--- config.mk ---
export PLATFORM = sky130hd
export DESIGN_NAME = mtr_resolver
export DESIGN_NICKNAME = d
export VERILOG_FILES = /design/src/rtl/mtr_pkg.sv /design/src/rtl/mtr_fixed_ram.sv /design/src/rtl/mtr_cfg_regs.sv /design/src/rtl/mtr_var_tree.sv /design/src/rtl/mtr_resolver.sv
export SDC_FILE = /design/constraint.sdc
export NUM_CORES = 2
export LEC_CHECK = 0
export CAP_MARGIN = 20
export CORE_MARGIN = 2
export CORE_UTILIZATION = 47
export CTS_CLUSTER_DIAMETER = 150
export DETAILED_ROUTE_END_ITERATION = 10
export DONT_BUFFER_PORTS = 1
export GPL_TIMING_DRIVEN = 0
export PLACE_DENSITY = 0.62
export SLEW_MARGIN = 10
export SYNTH_ARGS = -nofsm -noshare
export SYNTH_HDL_FRONTEND = slang
export SYNTH_HIERARCHICAL = 1
export SYNTH_SLANG_ARGS = --single-unit
--- constraint.sdc ---
create_clock -name clk -period 3.21 [get_ports clk]
set_clock_uncertainty 0.15 [all_clocks]
set_input_delay 0.321 -clock clk [delete_from_list [all_inputs] [get_ports clk]]
set_output_delay 0.321 -clock clk [all_outputs]
set_load 0.02 [all_outputs]
--- src/rtl/mtr_pkg.sv ---
package mtr_pkg;

  typedef logic [7:0] mtype_t;

  localparam mtype_t T_UC = 8'd0;
  localparam mtype_t T_WC = 8'd1;
  localparam mtype_t T_WT = 8'd4;
  localparam mtype_t T_WP = 8'd5;
  localparam mtype_t T_WB = 8'd6;

  typedef struct packed {
    logic   hit;
    mtype_t kind;
  } vote_t;

  // reserved codes collapse to uncacheable
  function automatic mtype_t norm_type(input mtype_t t);
    case (t)
      T_UC, T_WC, T_WT, T_WP, T_WB: norm_type = t;
      default:                      norm_type = T_UC;
    endcase
  endfunction

  function automatic mtype_t combine_type(input mtype_t a, input mtype_t b);
    if (a == T_UC || b == T_UC)                                  combine_type = T_UC;
    else if ((a == T_WB && b == T_WT) || (a == T_WT && b == T_WB)) combine_type = T_WT;
    else if (a != b)                                              combine_type = T_UC;
    else                                                          combine_type = a;
  endfunction

  function automatic vote_t merge_vote(input vote_t x, input vote_t y);
    vote_t r;
    r.hit = x.hit | y.hit;
    if (x.hit && y.hit) r.kind = combine_type(x.kind, y.kind);
    else if (x.hit)     r.kind = x.kind;
    else                r.kind = y.kind;
    return r;
  endfunction

endpackage

--- src/rtl/mtr_fixed_ram.sv ---
module mtr_fixed_ram #(
  parameter int DEPTH = 88,
  parameter int IW    = $clog2(DEPTH)
) (
  input  logic          clk,
  input  logic          we,
  input  logic [IW-1:0] waddr,
  input  logic [7:0]    wdata,
  input  logic [IW-1:0] raddr,
  output logic [7:0]    rdata
);
  logic [7:0] mem [DEPTH];

  always_ff @(posedge clk) begin
    if (we) mem[waddr] <= wdata;
    rdata <= mem[raddr];
  end
endmodule

--- src/rtl/mtr_cfg_regs.sv ---
module mtr_cfg_regs
  import mtr_pkg::*;
#(
  parameter int PA_W   = 36,
  parameter int NVAR   = 8,
  parameter int AW     = 8,
  parameter int VAR_AD = 96,
  localparam int PG_W  = PA_W - 12,
  localparam int CTL_AD = VAR_AD + 2 * NVAR,
  localparam int TOP_AD = CTL_AD + 1
) (
  input  logic                       clk,
  input  logic                       rst,
  input  logic                       we,
  input  logic [AW-1:0]              waddr,
  input  logic [PA_W-1:0]            wdata,
  output logic [NVAR-1:0][PG_W-1:0]  var_base,
  output logic [NVAR-1:0][PG_W-1:0]  var_mask,
  output mtype_t [NVAR-1:0]          var_type,
  output logic [NVAR-1:0]            var_vld,
  output mtype_t                     def_type,
  output logic                       fix_en,
  output logic                       glb_en,
  output logic [PA_W-1:0]            top_lim
);
  always_ff @(posedge clk) begin
    if (rst) begin
      var_base <= '0;
      var_mask <= '0;
      var_type <= '0;
      var_vld  <= '0;
      def_type <= T_UC;
      fix_en   <= 1'b0;
      glb_en   <= 1'b0;
      top_lim  <= '0;
    end else if (we) begin
      for (int i = 0; i < NVAR; i++) begin
        if (waddr == AW'(VAR_AD + 2 * i)) begin
          var_base[i] <= wdata[PA_W-1:12];
          var_type[i] <= wdata[7:0];
        end
        if (waddr == AW'(VAR_AD + 2 * i + 1)) begin
          var_mask[i] <= wdata[PA_W-1:12];
          var_vld[i]  <= wdata[11];
        end
      end
      if (waddr == AW'(CTL_AD)) begin
        def_type <= wdata[7:0];
        fix_en   <= wdata[10];
        glb_en   <= wdata[11];
      end
      if (waddr == AW'(TOP_AD)) top_lim <= wdata;
    end
  end
endmodule

--- src/rtl/mtr_var_tree.sv ---
module mtr_var_tree
  import mtr_pkg::*;
#(
  parameter int PG_W = 24,
  parameter int NVAR = 8,
  localparam int NODES = 2 * NVAR - 1
) (
  input  logic [PG_W-1:0]            page,
  input  logic [NVAR-1:0][PG_W-1:0]  base,
  input  logic [NVAR-1:0][PG_W-1:0]  mask,
  input  mtype_t [NVAR-1:0]          kind,
  input  logic [NVAR-1:0]            vld,
  output vote_t                      result
);
  // heap-ordered tree: leaves at NVAR-1 .. NODES-1, root at 0 (NVAR a power of two)
  vote_t node [NODES];

  for (genvar i = 0; i < NVAR; i++) begin : g_leaf
    assign node[NVAR-1+i].hit  = vld[i] && ((page & mask[i]) == (base[i] & mask[i]));
    assign node[NVAR-1+i].kind = norm_type(kind[i]);
  end

  for (genvar k = 0; k < NVAR - 1; k++) begin : g_fold
    assign node[k] = merge_vote(node[2*k+1], node[2*k+2]);
  end

  assign result = node[0];
endmodule

--- src/rtl/mtr_resolver.sv ---
module mtr_resolver
  import mtr_pkg::*;
#(
  parameter int PA_W = 36,
  parameter int NVAR = 8,
  parameter int AW   = 8,
  localparam int PG_W  = PA_W - 12,
  localparam int FX_N  = 88,
  localparam int FX_IW = $clog2(FX_N),
  localparam logic [PA_W-1:0] TOP_GRAN = ~PA_W'(23'h7F_FFFF)
) (
  input  logic            clk,
  input  logic            rst,
  input  logic            cfg_we,
  input  logic [AW-1:0]   cfg_addr,
  input  logic [PA_W-1:0] cfg_data,
  input  logic            lk_valid,
  input  logic [PA_W-1:0] lk_addr,
  output logic            out_valid,
  output logic [7:0]      out_type,
  output logic            out_hit
);
  logic [NVAR-1:0][PG_W-1:0] var_base, var_mask;
  mtype_t [NVAR-1:0]         var_type;
  logic [NVAR-1:0]           var_vld;
  mtype_t                    def_type;
  logic                      fix_en, glb_en;
  logic [PA_W-1:0]           top_lim;

  mtr_cfg_regs #(.PA_W(PA_W), .NVAR(NVAR), .AW(AW)) u_cfg (
    .clk(clk), .rst(rst), .we(cfg_we), .waddr(cfg_addr), .wdata(cfg_data),
    .var_base(var_base), .var_mask(var_mask), .var_type(var_type), .var_vld(var_vld),
    .def_type(def_type), .fix_en(fix_en), .glb_en(glb_en), .top_lim(top_lim)
  );

  // fixed-area index: 8 x 64K, 16 x 16K, 64 x 4K
  logic [FX_IW-1:0] fx_idx;
  always_comb begin
    if (!lk_addr[19])      fx_idx = FX_IW'(lk_addr[18:16]);
    else if (!lk_addr[18]) fx_idx = FX_IW'(8)  + FX_IW'(lk_addr[17:14]);
    else                   fx_idx = FX_IW'(24) + FX_IW'(lk_addr[17:12]);
  end

  logic   fx_we;
  mtype_t fx_q;
  assign fx_we = cfg_we && (cfg_addr < AW'(FX_N));

  mtr_fixed_ram #(.DEPTH(FX_N)) u_fx (
    .clk(clk), .we(fx_we), .waddr(cfg_addr[FX_IW-1:0]), .wdata(cfg_data[7:0]),
    .raddr(fx_idx), .rdata(fx_q)
  );

  vote_t var_vote;
  mtr_var_tree #(.PG_W(PG_W), .NVAR(NVAR)) u_tree (
    .page(lk_addr[PA_W-1:12]), .base(var_base), .mask(var_mask),
    .kind(var_type), .vld(var_vld), .result(var_vote)
  );

  logic low_mb, top_hit;
  assign low_mb  = (lk_addr[PA_W-1:20] == '0);
  assign top_hit = (|lk_addr[PA_W-1:32]) && (lk_addr < (top_lim & TOP_GRAN));

  // stage 1
  logic   s1_v, s1_low, s1_top, s1_glb, s1_fix;
  vote_t  s1_var;
  mtype_t s1_def;

  always_ff @(posedge clk) begin
    if (rst) begin
      s1_v <= 1'b0; s1_low <= 1'b0; s1_top <= 1'b0;
      s1_glb <= 1'b0; s1_fix <= 1'b0; s1_var <= '0; s1_def <= T_UC;
    end else begin
      s1_v   <= lk_valid;
      s1_low <= low_mb;
      s1_top <= top_hit;
      s1_glb <= glb_en;
      s1_fix <= fix_en;
      s1_var <= var_vote;
      s1_def <= def_type;
    end
  end

  // stage 2: priority select
  mtype_t sel_type;
  logic   sel_hit;
  always_comb begin
    if (!s1_glb)              begin sel_type = T_UC;            sel_hit = 1'b0; end
    else if (s1_fix && s1_low) begin sel_type = norm_type(fx_q); sel_hit = 1'b1; end
    else if (s1_top)          begin sel_type = T_WB;            sel_hit = 1'b1; end
    else if (s1_var.hit)      begin sel_type = s1_var.kind;     sel_hit = 1'b1; end
    else                      begin sel_type = norm_type(s1_def); sel_hit = 1'b0; end
  end

  always_ff @(posedge clk) begin
    if (rst) begin
      out_valid <= 1'b0;
      out_type  <= T_UC;
      out_hit   <= 1'b0;
    end else begin
      out_valid <= s1_v;
      out_hit   <= s1_v && sel_hit;
      if (s1_v) out_type <= sel_type;
    end
  end
endmodule

Yosys cells after proc, flatten, opt, wreduce, memory -nomap -nowiden
Memory sizes are Yosys's and may differ from the RTL's. A register that Yosys moved wholly into a read port is not among the register bits.
Cells that the tools add are included.
- bits in registers: 534
- RAM bits: 704
- memories kept: 1
- $add $sub $neg: 2
- order comparisons: 2
- equal/unequal tests: 101
- muxes and demuxes: 57
- bitwise logic cells: 23
- reductions and logical operators: 101
- memory list (name ; words ; width ; read ports ; clocked after Yosys merged registers in ; wr ports ; RTL line ; text):
    u_fx.mem ; 88 ; 8 ; 1 ; 1 ; 1 ; mtr_fixed_ram.sv:12 ; logic [7:0] mem [DEPTH];
- operators with widths (cell ; number):
    == test 8 x 3 -> 1 bit (second input constant) ; 58
    two-way mux 8 bit ; 49
    AND 24 bit ; 16
    == test 24 bit ; 8
    logical NOT 8 bit ; 24
    == test 8 x 7 -> 1 bit (second input constant) ; 18
    == test 8 x 1 -> 1 bit (second input constant) ; 10
    != test 8 bit ; 7
    OR reduction 5 bit ; 10
    < comparator 36 bit ; 1
    AND reduction 2 bit ; 18
    logical AND 1 bit ; 33
    logical NOT 16 bit ; 1
    logical OR 1 bit ; 14
    two-way mux 7 bit ; 2
    < comparator 8 x 7 -> 1 bit (second input constant) ; 1
    adder 5 x 6 -> 7 bit (first input constant) ; 1
    OR 1 bit ; 7
    two-way mux 1 bit ; 6
    adder 4 x 4 -> 5 bit (first input constant) ; 1
    OR reduction 4 bit ; 1

Longest topological paths before layout
- word-level depth: 21
- gate-level depth with buffers: 13
- mapped depth without buffers: 11

Hierarchy
Netlist, hierarchy kept.
- by module, submodules not included (module ; instances ; cells an instance ; area each (um^2) ; seq. area each (um^2)):
    mtr_fixed_ram ; 1 ; 1314 ; 27649.0 ; 21300.4
    mtr_cfg_regs ; 1 ; 1744 ; 19513.7 ; 10049.6
    mtr_var_tree ; 1 ; 645 ; 4683.2 ; 0.0
    mtr_resolver ; 1 ; 178 ; 1575.3 ; 640.6

Least setup slack after synthesis
Ideal clock, no wire load.
- path type: register -> register
- from: register u_cfg/var_type[45] in the netlist's numbering
- to: register s1_var[0] in the netlist's numbering
- data arrival time: 3.182 ns
- path slack: -0.188 ns
- cell stages (with the launch flop): 12
- buffers on the path: 0
- clock period less this slack: 3.398 ns
- cell sequence: dfxtp_1 > or4_1 > or4b_2 > xor2_1 > nand3_1 > a211oi_1 > or2_2 > a41oi_1 > a211o_1 > mux2_4 > o211ai_2 > nor2b_1
- RTL lines (element ; RTL line ; text):
    start, declared ; mtr_cfg_regs.sv:19 ; output mtype_t [NVAR-1:0] var_type,
    start signal, assigned by index ; mtr_cfg_regs.sv:40 ; var_type[i] <= wdata[7:0];
    end signal, assigned ; mtr_resolver.sv:78 ; s1_var <= var_vote;
    end, declared ; mtr_resolver.sv:65 ; vote_t s1_var;

==> impl_metrics.json <==
{
  "outcome": "complete, but fails checks",
  "violations": "negative setup slack",
  "cts_tree": "yes",
  "cap_violations": 0,
  "fmax_ghz": 0.2870,
  "wirelength_mm": 159.4,
  "grt-ovfl-total": 0,
  "worstPathMaxFanout": 4,
  "grt_pass1_wl_mm": 228.0,
  "final_cell_mix": "edfxtp_1 (704), nand2b_1 (548), dfxtp_1 (519)",
  "first_iter_violations": 3232,
  "initial_core_util": 0.4742,
  "die-area_sq_um": 114500,
  "drive_gt1_frac": 0.1525,
  "mostFrequentLayoutCell": "edfxtp_1",
  "grt_util_met1": 0.3658,
  "peakVddDrop_mv": 0.5650,
  "ys_warn_count": 6,
  "grt_use_total": 0.2756,
  "io_buffers": 0,
  "p_total_uw": 34090,
  "die_y_microns": 338.4,
  "grt_use_met2": 0.4358,
  "grt_pass1_vias": 32234,
  "tightestPinTransition_ns": 1.240,
  "clock_latency_ns": 0.75,
  "hold_viol": 0,
  "power_density_nw_per_um2": 568.2,
  "crit_arrival_ns": 4.00,
  "fin_crit_sh": 1.085,
  "p_leak_uw": 0.02322,
  "grt_max_degree": 90,
  "rrSetupSlack_ns": -0.27,
  "hpwl_mm": 105.2,
  "ctsHtreeMaxLevel": 4,
  "clockBufferDepth": 3,
  "drv_slew": 0,
  "met3_usage": 0.05239,
  "finalNetCount": 4107,
  "setup_viol": 2,
  "hp-class": "primary input to flip-flop",
  "whs_ns": 0.02926,
  "drtAntennaViolNets": 0,
  "setup.worst_path.end_class": "flip-flop",
  "row_count": 122,
  "cts-root-buf": "clkbuf_16",
  "cts_num_sinks": 1223,
  "setup.worst_path.start_class": "flip-flop",
  "area_growth_pct": 14.17,
  "fin_crit_ns": 3.484,
  "die_w_microns": 338.4,
  "rsz0062_at_grt": "true",
  "relSlewSlack": 0.1737,
  "cts-buffers-inserted": 133,
  "syn_avg_cell_area_sq_um": 13.81,
  "viasPerCell": 5.827,
  "gp_congestion": 0.9413,
  "cp_data_required_time_ns": 3.73,
  "routedWlPerCell_microns": 28.36,
  "syn-cell-area_sq_um": 52560,
  "dr.pass1.iters": 7,
  "crit_type": "flip-flop to flip-flop",
  "io_pins": 94,
  "busiest_layer": "met2",
  "fp.coreArea_sq_um": 110800,
  "antenna_found_initial": 10,
  "drcViolationCount": 0,
  "syn_inst": 3806,
  "fin_ws_ns": -0.2738,
  "vias": 32741,
  "path_clk_slew_ns": 0.06
}
[flip-flops by register name, summed over array words and instances (netlist names), 8 cells and up]
register and flops:
u_cfg/var_mask 192, u_fx/mem 704, u_cfg/def_type 8, s1_def 8, u_fx/rdata 8, u_cfg/top_lim 13
u_cfg/var_base 192, s1_var 9, u_cfg/var_type 64, u_cfg/var_vld 8, out_type 8
[what timing repair did]
item	in CTS	in global routing
pin swaps	6	8
hold buffers	38	0
hold endpoints to repair	874	0
setup buffers	5	4
gates cloned	0	0
gates resized for setup	34	27
endpoints found under the setup margin	3	5
[routing by layer]
metal | up-vias | wire (microns) | share of wire
li1 | 14511 | - | -
met1 | 16496 | 65800 | 0.41
met2 | 1407 | 73890 | 0.46
met3 | 325 | 11970 | 0.075
met4 | 2 | 7692 | 0.048
met5 | - | 12 | 0.000075
[power breakdown]
group          leakage, uW  switching [uW]  internal (uW)
logic               0.0106            1490            802
clock network      0.00211            6420           8760
registers           0.0105            24.3          16600
[layout make-up]
class / instances / area (sq um)
diodes: 13 / 32.53
plain buffers: 275 / 1446
clock buffers: 185 / 3716
clock inverters: 58 / 620.6
fillers: 9239 / 50820
inverters: 29 / 108.9
multi-input cells: 2283 / 19850
flip-flops and latches: 1223 / 31530
well taps: 1488 / 1862
repair buffers: 65 / 840.8
[critical path: stages, from the launching register on]
cell	delay [ns]
dfxtp_1	0.31
or4_4	0.57
or4b_4	0.53
xor2_2	0.15
nand3_2	0.13
a211oi_4	0.34
or2_4	0.21
a41oi_2	0.15
a211o_1	0.32
mux2_4	0.26
o211ai_2	0.16
nor2b_1	0.14
[final timing paths]
path / startpoint / to / cells after the start
worst max-delay path: u_cfg/var_type[46] / s1_var[0] / 11
worst min-delay path: cfg_data[4] / u_cfg/var_type[4] / 3
worst max register to register: u_cfg/var_type[46] / s1_var[0] / 11
worst min register to register: s1_var[3] / out_type[3] / 2
[through the flow]
| stage | TNS (ns) | setup WS (ns) | utilization | area, sq um | instances |
|---|---|---|---|---|---|
| 2_1_floorplan | -0.001261 | -0.001261 | - | 52620 | 3810 |
| 3_3_place_gp | -11.98 | -2.047 | 0.4916 | 54480 | 5298 |
| 3_5_place_dp | -8.814 | -1.498 | 0.4941 | 54760 | 5314 |
| 4_1_cts | -0.4862 | -0.2561 | 0.5396 | 59800 | 5600 |
| 5_1_grt | -0.6760 | -0.3649 | 0.5412 | 59980 | 5608 |
| 6_report | -0.4488 | -0.2738 | 0.5414 | 60000 | 5619 |
Power figures use the tool's default switching activity.
